==> src/rtl/irq_pkg.sv <==
package irq_pkg;
  localparam int NSRC   = 5;
  localparam int VEC_W  = 16;
  localparam int CTL_W  = 5;
  localparam int STAT_W = 8;
  localparam int NMASK  = 3;

  localparam logic [VEC_W-1:0] VEC_TRAP = 16'h0024;
  localparam logic [VEC_W-1:0] VEC_R75  = 16'h003C;
  localparam logic [VEC_W-1:0] VEC_R65  = 16'h0034;
  localparam logic [VEC_W-1:0] VEC_R55  = 16'h002C;

  typedef enum logic [2:0] {
    SRC_NONE, SRC_TRAP, SRC_R75, SRC_R65, SRC_R55, SRC_INTR
  } src_e;

  // req[4]=trap, [3]=7.5, [2]=6.5, [1]=5.5, [0]=general
  function automatic src_e pick_src(input logic [NSRC-1:0] req);
    if (req[4])      return SRC_TRAP;
    else if (req[3]) return SRC_R75;
    else if (req[2]) return SRC_R65;
    else if (req[1]) return SRC_R55;
    else if (req[0]) return SRC_INTR;
    return SRC_NONE;
  endfunction

  function automatic logic [VEC_W-1:0] src_vector(input src_e s);
    case (s)
      SRC_TRAP: return VEC_TRAP;
      SRC_R75:  return VEC_R75;
      SRC_R65:  return VEC_R65;
      SRC_R55:  return VEC_R55;
      default:  return '0;
    endcase
  endfunction
endpackage

==> src/rtl/irq_edge_latch.sv <==
module irq_edge_latch (
  input  logic clk,
  input  logic rst_n,
  input  logic lvl_i,
  input  logic clr_i,
  output logic held_o
);
  logic lvl_q;
  logic held_q;
  logic rise;

  assign rise   = lvl_i & ~lvl_q;
  assign held_o = held_q;

  always_ff @(posedge clk) begin
    if (!rst_n) begin
      lvl_q  <= 1'b0;
      held_q <= 1'b0;
    end else begin
      lvl_q <= lvl_i;
      if (clr_i)     held_q <= 1'b0;
      else if (rise) held_q <= 1'b1;
    end
  end

  // a latched request stays until it is cleared
  a_r7_hold: assert property (@(posedge clk) disable iff (!rst_n)
    (held_q && !clr_i) |=> held_q);
endmodule

==> src/rtl/irq_prio_sel.sv <==
module irq_prio_sel
  import irq_pkg::*;
(
  input  logic [NSRC-1:0] req_i,
  output src_e            sel_o
);
  assign sel_o = pick_src(req_i);

  // nothing is chosen without a request
  always_comb begin
    a_r1_none: assert ((req_i != '0) || (sel_o == SRC_NONE));
  end
endmodule

==> src/rtl/restart_irq_ctrl.sv <==
module restart_irq_ctrl
  import irq_pkg::*;
(
  input  logic              clk,
  input  logic              rst_n,
  input  logic              trap_i,
  input  logic              rst75_i,
  input  logic              rst65_i,
  input  logic              rst55_i,
  input  logic              intr_i,
  input  logic              sample_i,
  input  logic              ei_i,
  input  logic              di_i,
  input  logic              ctl_wr_i,
  input  logic [CTL_W-1:0]  ctl_wdata_i,
  output logic [STAT_W-1:0] status_o,
  output logic              take_o,
  output logic              auto_o,
  output logic              inta_o,
  output logic [VEC_W-1:0]  vec_o
);
  localparam int B_LOAD = NMASK;
  localparam int B_CLR  = NMASK + 1;

  logic             en_q;
  logic [NMASK-1:0] mask_q;
  logic             trap_armed, pend75;
  logic             clr_trap, clr75;
  logic [NSRC-1:0]  req;
  src_e             sel;
  logic             accept, accept_mask;
  logic             take_q, auto_q, inta_q;
  logic [VEC_W-1:0] vec_q;

  irq_edge_latch u_trap_lat (
    .clk(clk), .rst_n(rst_n), .lvl_i(trap_i), .clr_i(clr_trap), .held_o(trap_armed));
  irq_edge_latch u_r75_lat (
    .clk(clk), .rst_n(rst_n), .lvl_i(rst75_i), .clr_i(clr75), .held_o(pend75));

  assign req = {trap_i & trap_armed,
                pend75  & en_q & ~mask_q[2],
                rst65_i & en_q & ~mask_q[1],
                rst55_i & en_q & ~mask_q[0],
                intr_i  & en_q};

  irq_prio_sel u_sel (.req_i(req), .sel_o(sel));

  assign accept      = sample_i && (sel != SRC_NONE);
  assign accept_mask = accept && (sel != SRC_TRAP);
  assign clr_trap    = accept && (sel == SRC_TRAP);
  assign clr75       = (accept && (sel == SRC_R75)) || (ctl_wr_i && ctl_wdata_i[B_CLR]);

  always_ff @(posedge clk) begin
    if (!rst_n) begin
      en_q   <= 1'b0;
      mask_q <= '1;
      take_q <= 1'b0;
      auto_q <= 1'b0;
      inta_q <= 1'b0;
      vec_q  <= '0;
    end else begin
      if (accept_mask) en_q <= 1'b0;
      else if (di_i)   en_q <= 1'b0;
      else if (ei_i)   en_q <= 1'b1;
      if (ctl_wr_i && ctl_wdata_i[B_LOAD]) mask_q <= ctl_wdata_i[NMASK-1:0];
      take_q <= accept;
      auto_q <= accept && (sel != SRC_INTR);
      inta_q <= accept && (sel == SRC_INTR);
      vec_q  <= accept ? src_vector(sel) : '0;
    end
  end

  assign take_o   = take_q;
  assign auto_o   = auto_q;
  assign inta_o   = inta_q;
  assign vec_o    = vec_q;
  assign status_o = {trap_i & trap_armed, pend75, rst65_i, rst55_i, en_q, mask_q};

  // never both an internal vector and an acknowledge request
  a_r4_excl: assert property (@(posedge clk) disable iff (!rst_n)
    $onehot0({auto_o, inta_o}));
  // acknowledge only if the enable was set at the sample
  a_r4_inta_enabled: assert property (@(posedge clk) disable iff (!rst_n)
    inta_o |-> $past(en_q));
  // a take follows a sample strobe
  a_r3_sampled: assert property (@(posedge clk) disable iff (!rst_n)
    take_o |-> $past(sample_i));
  // outputs quiet without a take
  a_r3_quiet: assert property (@(posedge clk) disable iff (!rst_n)
    !take_o |-> (!auto_o && !inta_o && vec_o == '0));
  // a maskable take leaves the enable clear
  a_r5_en_drop: assert property (@(posedge clk) disable iff (!rst_n)
    (take_o && vec_o != VEC_TRAP) |-> !en_q);
  // an armed, high trap at a sample always wins
  a_r2_trap: assert property (@(posedge clk) disable iff (!rst_n)
    (sample_i && trap_i && trap_armed) |=> (vec_o == VEC_TRAP));
endmodule

==> config.mk <==
export PLATFORM = sky130hd
export DESIGN_NAME = restart_irq_ctrl
export DESIGN_NICKNAME = d
export VERILOG_FILES = /design/src/rtl/irq_pkg.sv /design/src/rtl/irq_edge_latch.sv /design/src/rtl/irq_prio_sel.sv /design/src/rtl/restart_irq_ctrl.sv
export SDC_FILE = /design/constraint.sdc
export NUM_CORES = 1
export LEC_CHECK = 0
export ABC_AREA = 0
export ABC_CLOCK_PERIOD_IN_PS = 2009
export BUFFER_PORTS_ARGS = -buffer_cell sky130_fd_sc_hd__buf_4
export CORE_ASPECT_RATIO = 1.2
export CORE_MARGIN = 2
export CORE_UTILIZATION = 42
export CTS_CLUSTER_SIZE = 25
export DETAILED_ROUTE_END_ITERATION = 6
export GPL_TIMING_DRIVEN = 0
export PLACE_DENSITY = 0.83
export REMOVE_ABC_BUFFERS = 1
export SYNTH_ARGS = -nofsm -noshare
export SYNTH_HDL_FRONTEND = slang
export SYNTH_HIERARCHICAL = 1
export SYNTH_SLANG_ARGS = --single-unit
==> constraint.sdc <==
create_clock -name clk -period 2.01 [get_ports clk]
set_clock_uncertainty 0.15 [all_clocks]
set_input_delay 0.402 -clock clk [delete_from_list [all_inputs] [get_ports clk]]
set_output_delay 0.402 -clock clk [all_outputs]
set_load 0.005 [all_outputs]
==> out/qor.yml, run 1 <==
layout_setup_ws_ps: 122.4
synthArstFlopShare: 0
drtIter0Drc: 6
routed_via_density: 4.719
min_path_type: "in -> reg"
synth_top_family_by_area: "simple AND/OR/NAND/NOR gates"
cts_tree: "built"
syn_area_per_cell_um2: 8.658
peakVddDrop_mv: 0.2801
path_cells: "nand2_1 > nor2_4 > inv_1 > a211o_1 > o41ai_2 > inv_1 > o211a_1"
design.core.area_um2: 1662
cp-start-kind: "flop"
drv_cap: 0
max_stage_delay_ps: 410
outcome: "finished clean"
layout-drive-gt1-share: 0.3636
path_clk_slew_ps: 80
drt_first_pass_iters: 2
finalSetupViolCount: 0
ys_warn_count: 6
leakage_nw: 0.4687
synth_edf_count: 0
cpMaxStageDelayCell: "dfxtp_1"
grt_setup_unrepaired: "false"
diodes: 0
slew_viol_final: 0
cp.arrival_ps: 1910
netlist_instances: 87
final_cell_mix: "buf_4 (30), dfxtp_1 (14), conb_1 (12)"
crit_fanout: 7
routedWlPerCell_um: 10.88
relSlewSlack: 0.6456
final_area_um2: 930.9
grt_pass1_vias: 536
grt_max_degree: 10
cts_sinks: 14
critical_path_class: "reg -> reg"
syn_to_final_growth_pct: 23.59
ys.flop_type: "dfxtp_1"
final_common_cell: "buf_4"
place_ws_ps: -562.2
synthMuxAreaShare: 0
routabilityCongestion: 0.7275
cpMostUsedCell: "inv_1"
crit_path_end_kind: "flop"
fin_hold_ws_ps: 200.8
hpwlAfterDp_um: 1069
fmax_mhz: 529.8
ys_ff_latch: 14
vias: 604
finalHoldViolations: 0
yosysUniqueCellTypes: 24
cts_buffers: 3
io_buffers: 30
placedCellCount: 125
yosys.area_share.simple: 0.2409
grt_usage: 0.1323
antenna_found_initial: 0
fin_crit_ps: 1888
stdcell_count: 128
io_pins: 43
die-area_um2: 2150
grt_pass1_wl_um: 2090
cts-root-buf: "clkbuf_4"
wirelength_um: 1392
row_count: 16
drc: 0
cp.required_ps: 2030
grt.overflow.total: 0
power_density_nw_per_um2: 582.3
synth_top_cell_by_area: "dfxtp_1"
synth_area_um2: 753.2
h-tree-depth: 1
placedInstanceArea_um2: 883.3
synth_compound_area_frac: 0.1229
synth_top_cell_area_share: 0.3721
nNetsFinal: 128
synth.area.top_cells: "dfxtp_1 (37%), buf_4 (19%), and3b_1 (5.8%)"
die_h_um: 50.39
period_share: 0.9391
drtAntennaViolNets: 0
ys_seq_area_frac: 0.3721
start_util: 0.4533
setup-tns-final_ps: 0
clockBufferDepth: 2
worst_pin_slew_ps: 527.6
clk_latency_ps: 280
synthAdderAreaFrac: 0
die_w_um: 42.66
synth_xor_area_frac: 0.02326
-- cell usage after synthesis (2+ instances only) --
cell type  count
nor2b_1        2
dfxtp_1       14
and3b_1        5
a21oi_1        4
and2_1         2
o211a_1        2
nor2_1         6
xnor2_1        2
inv_1          4
nand2_1        5
and2_2         2
buf_4         19
nor3_1         6
o21ai_0        4
-- critical path: cells and delay by family (launching register included) --
kind / cells / cell delay [ps]
flops: 1 / 410
buf+inv: 2 / 130
compound gates: 3 / 800
simple gates: 2 / 280
-- final cells by class --
cell class	instances	area (um^2)
Fill cell	170	730.7
Multi-Input combinational cell	58	361.6
Sequential cell	14	280.3
Timing Repair Buffer	30	225.2
Clock buffer	3	22.52
Tap cell	18	22.52
Inverter	5	18.77
-- final timing paths --
| path | start | endpoint | slack, ps | depth (start not counted) |
|---|---|---|---|---|
| worst max register to register | en_q | u_r75_lat/held_o | 120 | 7 |
| worst min register to register | u_trap_lat/held_o | u_trap_lat/held_o | 360 | 1 |
| worst min-delay path | rst75_i | u_r75_lat/lvl_q | 200 | 2 |
| worst max-delay path | en_q | u_r75_lat/held_o | 120 | 7 |
-- metrics by stage --
step,utilization,power (mW)
2_1_floorplan,-,0.3401
3_3_place_gp,0.5316,0.3897
3_5_place_dp,0.5316,0.3928
4_1_cts,0.5505,0.5432
5_1_grt,0.5602,0.5684
6_report,0.5602,0.5420
-- logic make-up (layout without fill, tap and decap cells) --
logic type,count (synthesis),count (layout)
DFF,14,14
buffers and inverters,26,38
AOI/OAI and AO/OA,13,13
xor gates and xnor gates,2,2
other,1,12
and+or+nand+nor,31,31
-- where the power goes --
part	switching (mW)	internal (mW)
Clock	0.0839	0.0695
Sequential	0.00738	0.289
Combinational	0.0406	0.0513
Total	0.132	0.410
-- timing repair --
action | CTS | global route
gates resized for setup | 2 | 3
endpoints found under the setup margin | 9 | 3
hold buffers | 0 | 0
setup buffers | 0 | 0
-- per-layer routing --
metal	vias up	wire length, um	global-route usage
met4	0	34	0.09375
met1	264	495	0.1261
met3	5	118	0.04676
li1	304	-	-
met5	-	0	0
met2	31	744	0.2298
Power figures use the tool's default switching activity.
==> inputs of run 2 (changes only) <==
--- a/config.mk
+++ b/config.mk
@@ -15,6 +15,7 @@
 export DETAILED_ROUTE_END_ITERATION = 6
 export GPL_TIMING_DRIVEN = 0
 export PLACE_DENSITY = 0.83
+export RECOVER_POWER = 100
 export REMOVE_ABC_BUFFERS = 1
 export SYNTH_ARGS = -nofsm -noshare
 export SYNTH_HDL_FRONTEND = slang
==> run 2 against run 1 <==
  * Wire length fell by 0.65%
  * Utilization decreased by 0.23 points
  * Combinational power decreased by 2%
  * Total power decreased by 0.42%
  * Global-route usage is the same
  * Clock-buffer cell count is the same
  * Via count decreased by 0.17%
  * Design area shrank 0.40%
  * Cell count stayed put
  * Maximum frequency is 0.38% higher
  * Clock power about the same
  * Hold slack improved by 0.66 ps
==> out/qor.yml, run 2 (same netlist as run 1, synthesis figures left out) <==
routedWlPerCell_um: 10.80
comb_power_share: 0.167
crit_fanout: 7
grt_pass1_wl_um: 2090
cts_sinks: 14
cts-root-buf: "clkbuf_4"
placedCellCount: 125
cp.arrival_ps: 1900
seqCellArea_um2: 280.3
cts_tree: "built"
cts_buffers: 3
met1_length_um: 494
layout-drive-gt1-share: 0.3545
setup-tns-final_ps: 0
io_buffers: 30
fmax_mhz: 531.8
final_cell_mix: "clkbuf_4 (17), buf_4 (15), dfxtp_1 (14)"
cp.required_ps: 2030
crit_path_end_kind: "flop"
finalSetupViolCount: 0
cp-start-kind: "flop"
stdcell_count: 128
vias: 603
period_share: 0.9356
row_count: 16
place_ws_ps: -562.2
route.met3.wl_um: 115
multiInputGateArea_um2: 361.6
fin_hold_ws_ps: 201.4
leakage_nw: 0.4593
path_clk_slew_ps: 80
die_h_um: 50.39
drtAntennaViolNets: 0
hpwlAfterDp_um: 1069
clockBufferDepth: 2
clk_latency_ps: 280
reg2reg_from: "en_q"
top_layer: "met4"
worst_pin_slew_ps: 527.5
routabilityCongestion: 0.7275
slew_viol_final: 0
holdBufCountCts: 0
drt_first_pass_iters: 2
min_path_type: "in -> reg"
die-area_um2: 2150
final_area_um2: 927.1
p_seq_frac: 0.549
diodes: 0
drtIter0Drc: 6
switching_share: 0.2439
p_int_mw: 0.4081
drv_cap: 0
outcome: "finished clean"
h-tree-depth: 1
final_common_cell: "clkbuf_4"
grt_usage: 0.1323
antenna_found_initial: 0
grt_max_degree: 10
nNetsFinal: 128
die_w_um: 42.66
io_pins: 43
route.met2.wl_um: 739
layout_setup_ws_ps: 129.5
grt.overflow.total: 0
wirelength_um: 1383
critPathLaunch: "en_q"
syn_to_final_growth_pct: 23.09
fin_crit_ps: 1880
start_util: 0.4533
reg2reg_slack_ps: 130
holdCritStartpoint: "rst75_i"
fillers: 170
switching_power_mw: 0.1316
peakVddDrop_mv: 0.2795
power_density_nw_per_um2: 582.1
critical_path_class: "reg -> reg"
relSlewSlack: 0.6457
placedInstanceArea_um2: 883.3
post-cts-setup-buffer-count: 0
finalHoldViolations: 0
routed_via_density: 4.711
drc: 0
grt_pass1_vias: 536
clkPwrFrac: 0.284
grt_setup_unrepaired: "false"
design.core.area_um2: 1662
## run 2: path summary, 6_finish.rpt
kind,to,cells after the start
min reg2reg,u_trap_lat/held_o,1
max,u_r75_lat/held_o,7
min,u_r75_lat/lvl_q,2
max reg2reg,u_r75_lat/held_o,7
## run 2: cell type report
class | instances | share of cell area
Tap cell | 18 | 0.02429
Sequential cell | 14 | 0.3023
Clock buffer | 3 | 0.02429
Timing Repair Buffer | 30 | 0.2389
Multi-Input combinational cell | 58 | 0.3900
Inverter | 5 | 0.02024
## run 2: power groups by stage
stage | Combinational, mW | Sequential [mW] | Clock, mW
2_1_floorplan | 0.0377 | 0.302 | 0
3_3_place_gp | 0.0874 | 0.302 | 0
3_5_place_dp | 0.0899 | 0.303 | 0
4_1_cts | 0.0909 | 0.296 | 0.156
5_1_grt | 0.101 | 0.298 | 0.168
6_report | 0.0900 | 0.297 | 0.153
## run 2: worst max-delay path, stage by stage, from the launching register on
cell and delay, ps:
dfxtp_1 410, nand2_1 120, nor2_4 160, inv_1 60, a211o_1 390, o41ai_2 290, inv_1 70, o211a_1 120
## run 2: metrics by stage
stage	total power, mW	util
after CTS	0.5432	0.5505
after detailed placement	0.3928	0.5316
after floorplan	0.3401	-
after global routing	0.5660	0.5580
final	0.5397	0.5580
after global placement	0.3897	0.5316
## run 2: routing by layer
metal | vias up | global-route usage
met3 | 5 | 0.04676
li1 | 304 | -
met4 | 0 | 0.09375
met5 | - | 0
met2 | 31 | 0.2298
met1 | 263 | 0.1261
## run 2: repair_timing
action                                  4_1_cts  5_1_grt
endpoints found under the setup margin        9        3
pin swaps                                     0        0
gates resized for setup                       2        3
hold endpoints to repair                      0        0
==> inputs of run 3 (changes only) <==
--- a/config.mk
+++ b/config.mk
@@ -7,14 +7,13 @@
 export LEC_CHECK = 0
 export ABC_AREA = 0
 export ABC_CLOCK_PERIOD_IN_PS = 2009
-export BUFFER_PORTS_ARGS = -buffer_cell sky130_fd_sc_hd__buf_4
-export CORE_ASPECT_RATIO = 1.2
-export CORE_MARGIN = 2
-export CORE_UTILIZATION = 42
+export CORE_AREA = 2 2 39 41
 export CTS_CLUSTER_SIZE = 25
 export DETAILED_ROUTE_END_ITERATION = 6
+export DIE_AREA = 0 0 41 43
+export DONT_BUFFER_PORTS = 1
 export GPL_TIMING_DRIVEN = 0
-export PLACE_DENSITY = 0.83
+export PLACE_DENSITY = 0.78
 export RECOVER_POWER = 100
 export REMOVE_ABC_BUFFERS = 1
 export SYNTH_ARGS = -nofsm -noshare
==> run 3 against run 2 <==
  * Worst setup slack better by 1.1 ps
  * Largest power group unchanged
  * Largest cell class unchanged
  * Global-route usage is 1.3 points higher
  * Critical path depth is the same
  * Register-to-register slack hardly changed
  * Wire length is 26% lower
==> out/qor.yml, run 3 (same netlist as run 1, synthesis figures left out) <==
outcome: "finished clean"
p_seq_frac: 0.612
nNetsFinal: 98
fmax_mhz: 532.1
grt.overflow.total: 0
grt_usage: 0.1452
cpMaxStageDelayCell: "dfxtp_1"
cp-start-kind: "flop"
min_path_type: "in -> reg"
cts-root-buf: "clkbuf_4"
die_w_um: 41
slew_viol_final: 0
switching_share: 0.2231
period_share: 0.9350
wirelength_um: 1019
final_common_cell: "dfxtp_1"
path_delay_family: "simple AND/OR/NAND/NOR gates"
cp.arrival_ps: 1900
p_int_mw: 0.3784
cts_buffers: 3
routed_via_density: 5.135
met1_usage: 0.1531
holdBufCountCts: 0
grtUsageMet2: 0.2125
critPathBufInv: 2
diodes: 0
drc: 0
vias: 493
drtIter0Drc: 5
crit_path_end_kind: "flop"
comb_power_share: 0.092
grt_pass1_wl_um: 1676
hpwlAfterDp_um: 811.2
finalSetupViolCount: 0
grt_pass1_vias: 419
clkPwrFrac: 0.295
io_pins: 43
row_count: 14
layout-drive-gt1-share: 0.1375
drt_first_pass_iters: 4
use_met3: 0.1204
leakage_nw: 0.3181
clockBufferDepth: 2
die_h_um: 43
busiest_layer: "met2"
drtAntennaViolNets: 0
power_density_nw_per_um2: 691.5
worst_pin_slew_ps: 530.9
drv_cap: 0
syn_to_final_growth_pct: -6.478
antenna_found_initial: 0
design.core.area_um2: 1384
cp.required_ps: 2030
critical_path_class: "reg -> reg"
clk_latency_ps: 270
cts_tree: "built"
grt_max_degree: 10
peakVddDrop_mv: 0.5150
max_stage_delay_ps: 410
crit_fanout: 7
post-cts-setup-buffer-count: 0
finalHoldViolations: 0
fillers: 137
cts_sinks: 14
fin_crit_ps: 1879
h-tree-depth: 1
switching_power_mw: 0.1087
path_clk_slew_ps: 70
routedWlPerCell_um: 10.61
final_cell_mix: "dfxtp_1 (14), conb_1 (12), nor3_1 (6)"
die-area_um2: 1763
path_cells: "and3b_1 > nor2_1 > nor2_2 > inv_2 > o41ai_2 > inv_1 > o211a_1"
routabilityCongestion: 0.6694
total_power_mw: 0.4871
relSlewSlack: 0.6434
grt_setup_unrepaired: "false"
io_buffers: 0
start_util: 0.5443
post-route-util: 0.5090
[run 3: cell types whose count changed in the layout (fill, tap and decap cells not counted)]
cell / change
a211o_2: +1
clkbuf_1: -1
buf_4: -15
clkbuf_4: -14
a211o_1: -1
[run 3: path summary, 6_finish.rpt]
check                                  startpoint           endpoint  slack (ps)  depth (start not counted)
worst min register to register  u_trap_lat/held_o  u_trap_lat/held_o         360                          1
worst max register to register               en_q   u_r75_lat/held_o         130                          7
worst max-delay path                         en_q   u_r75_lat/held_o         130                          7
worst min-delay path                        rst_n          mask_q[2]          50                          1
[run 3: cell type report]
type	instances	area, um^2	share of cell area
clock buffers	3	22.52	0.03197
inverters	5	18.77	0.02664
multi-input cells	58	362.8	0.5151
flip-flops and latches	14	280.3	0.3979
well taps	16	20.02	0.02842
[run 3: repair_timing]
item | in CTS | in global routing
setup endpoints to repair | 9 | 6
pin swaps | 0 | 0
resized for setup | 2 | 4
endpoints found under the hold margin | 0 | 0
[run 3: metal layers]
metal  share of wire  vias up
li1                -      245
met1            0.38      213
met2            0.46       35
met3            0.15        0
met4               0        0
met5               0        -
[run 3: through the flow]
step           setup slack, ps  hold slack, ps  cell area, um^2  instances  setup TNS (ps)
2_1_floorplan           -161.4           313.8            635.6         77          -534.7
3_3_place_gp            -391.0           322.9            655.6         93           -2174
3_5_place_dp            -506.0           333.8            655.6         93           -2972
4_1_cts                  8.304           42.81            686.9         96               0
5_1_grt                  5.726           33.43            704.4         96               0
6_report                 130.6           54.49            704.4         96               0
[run 3: power by group through the flow]
stage | clock, mW | combinational, mW | sequential [mW]
floorplan | 0 | 0.0377 | 0.302
global placement | 0 | 0.0410 | 0.304
detailed placement | 0 | 0.0425 | 0.304
CTS | 0.154 | 0.0433 | 0.298
global route | 0.166 | 0.0513 | 0.301
finish | 0.144 | 0.0450 | 0.298
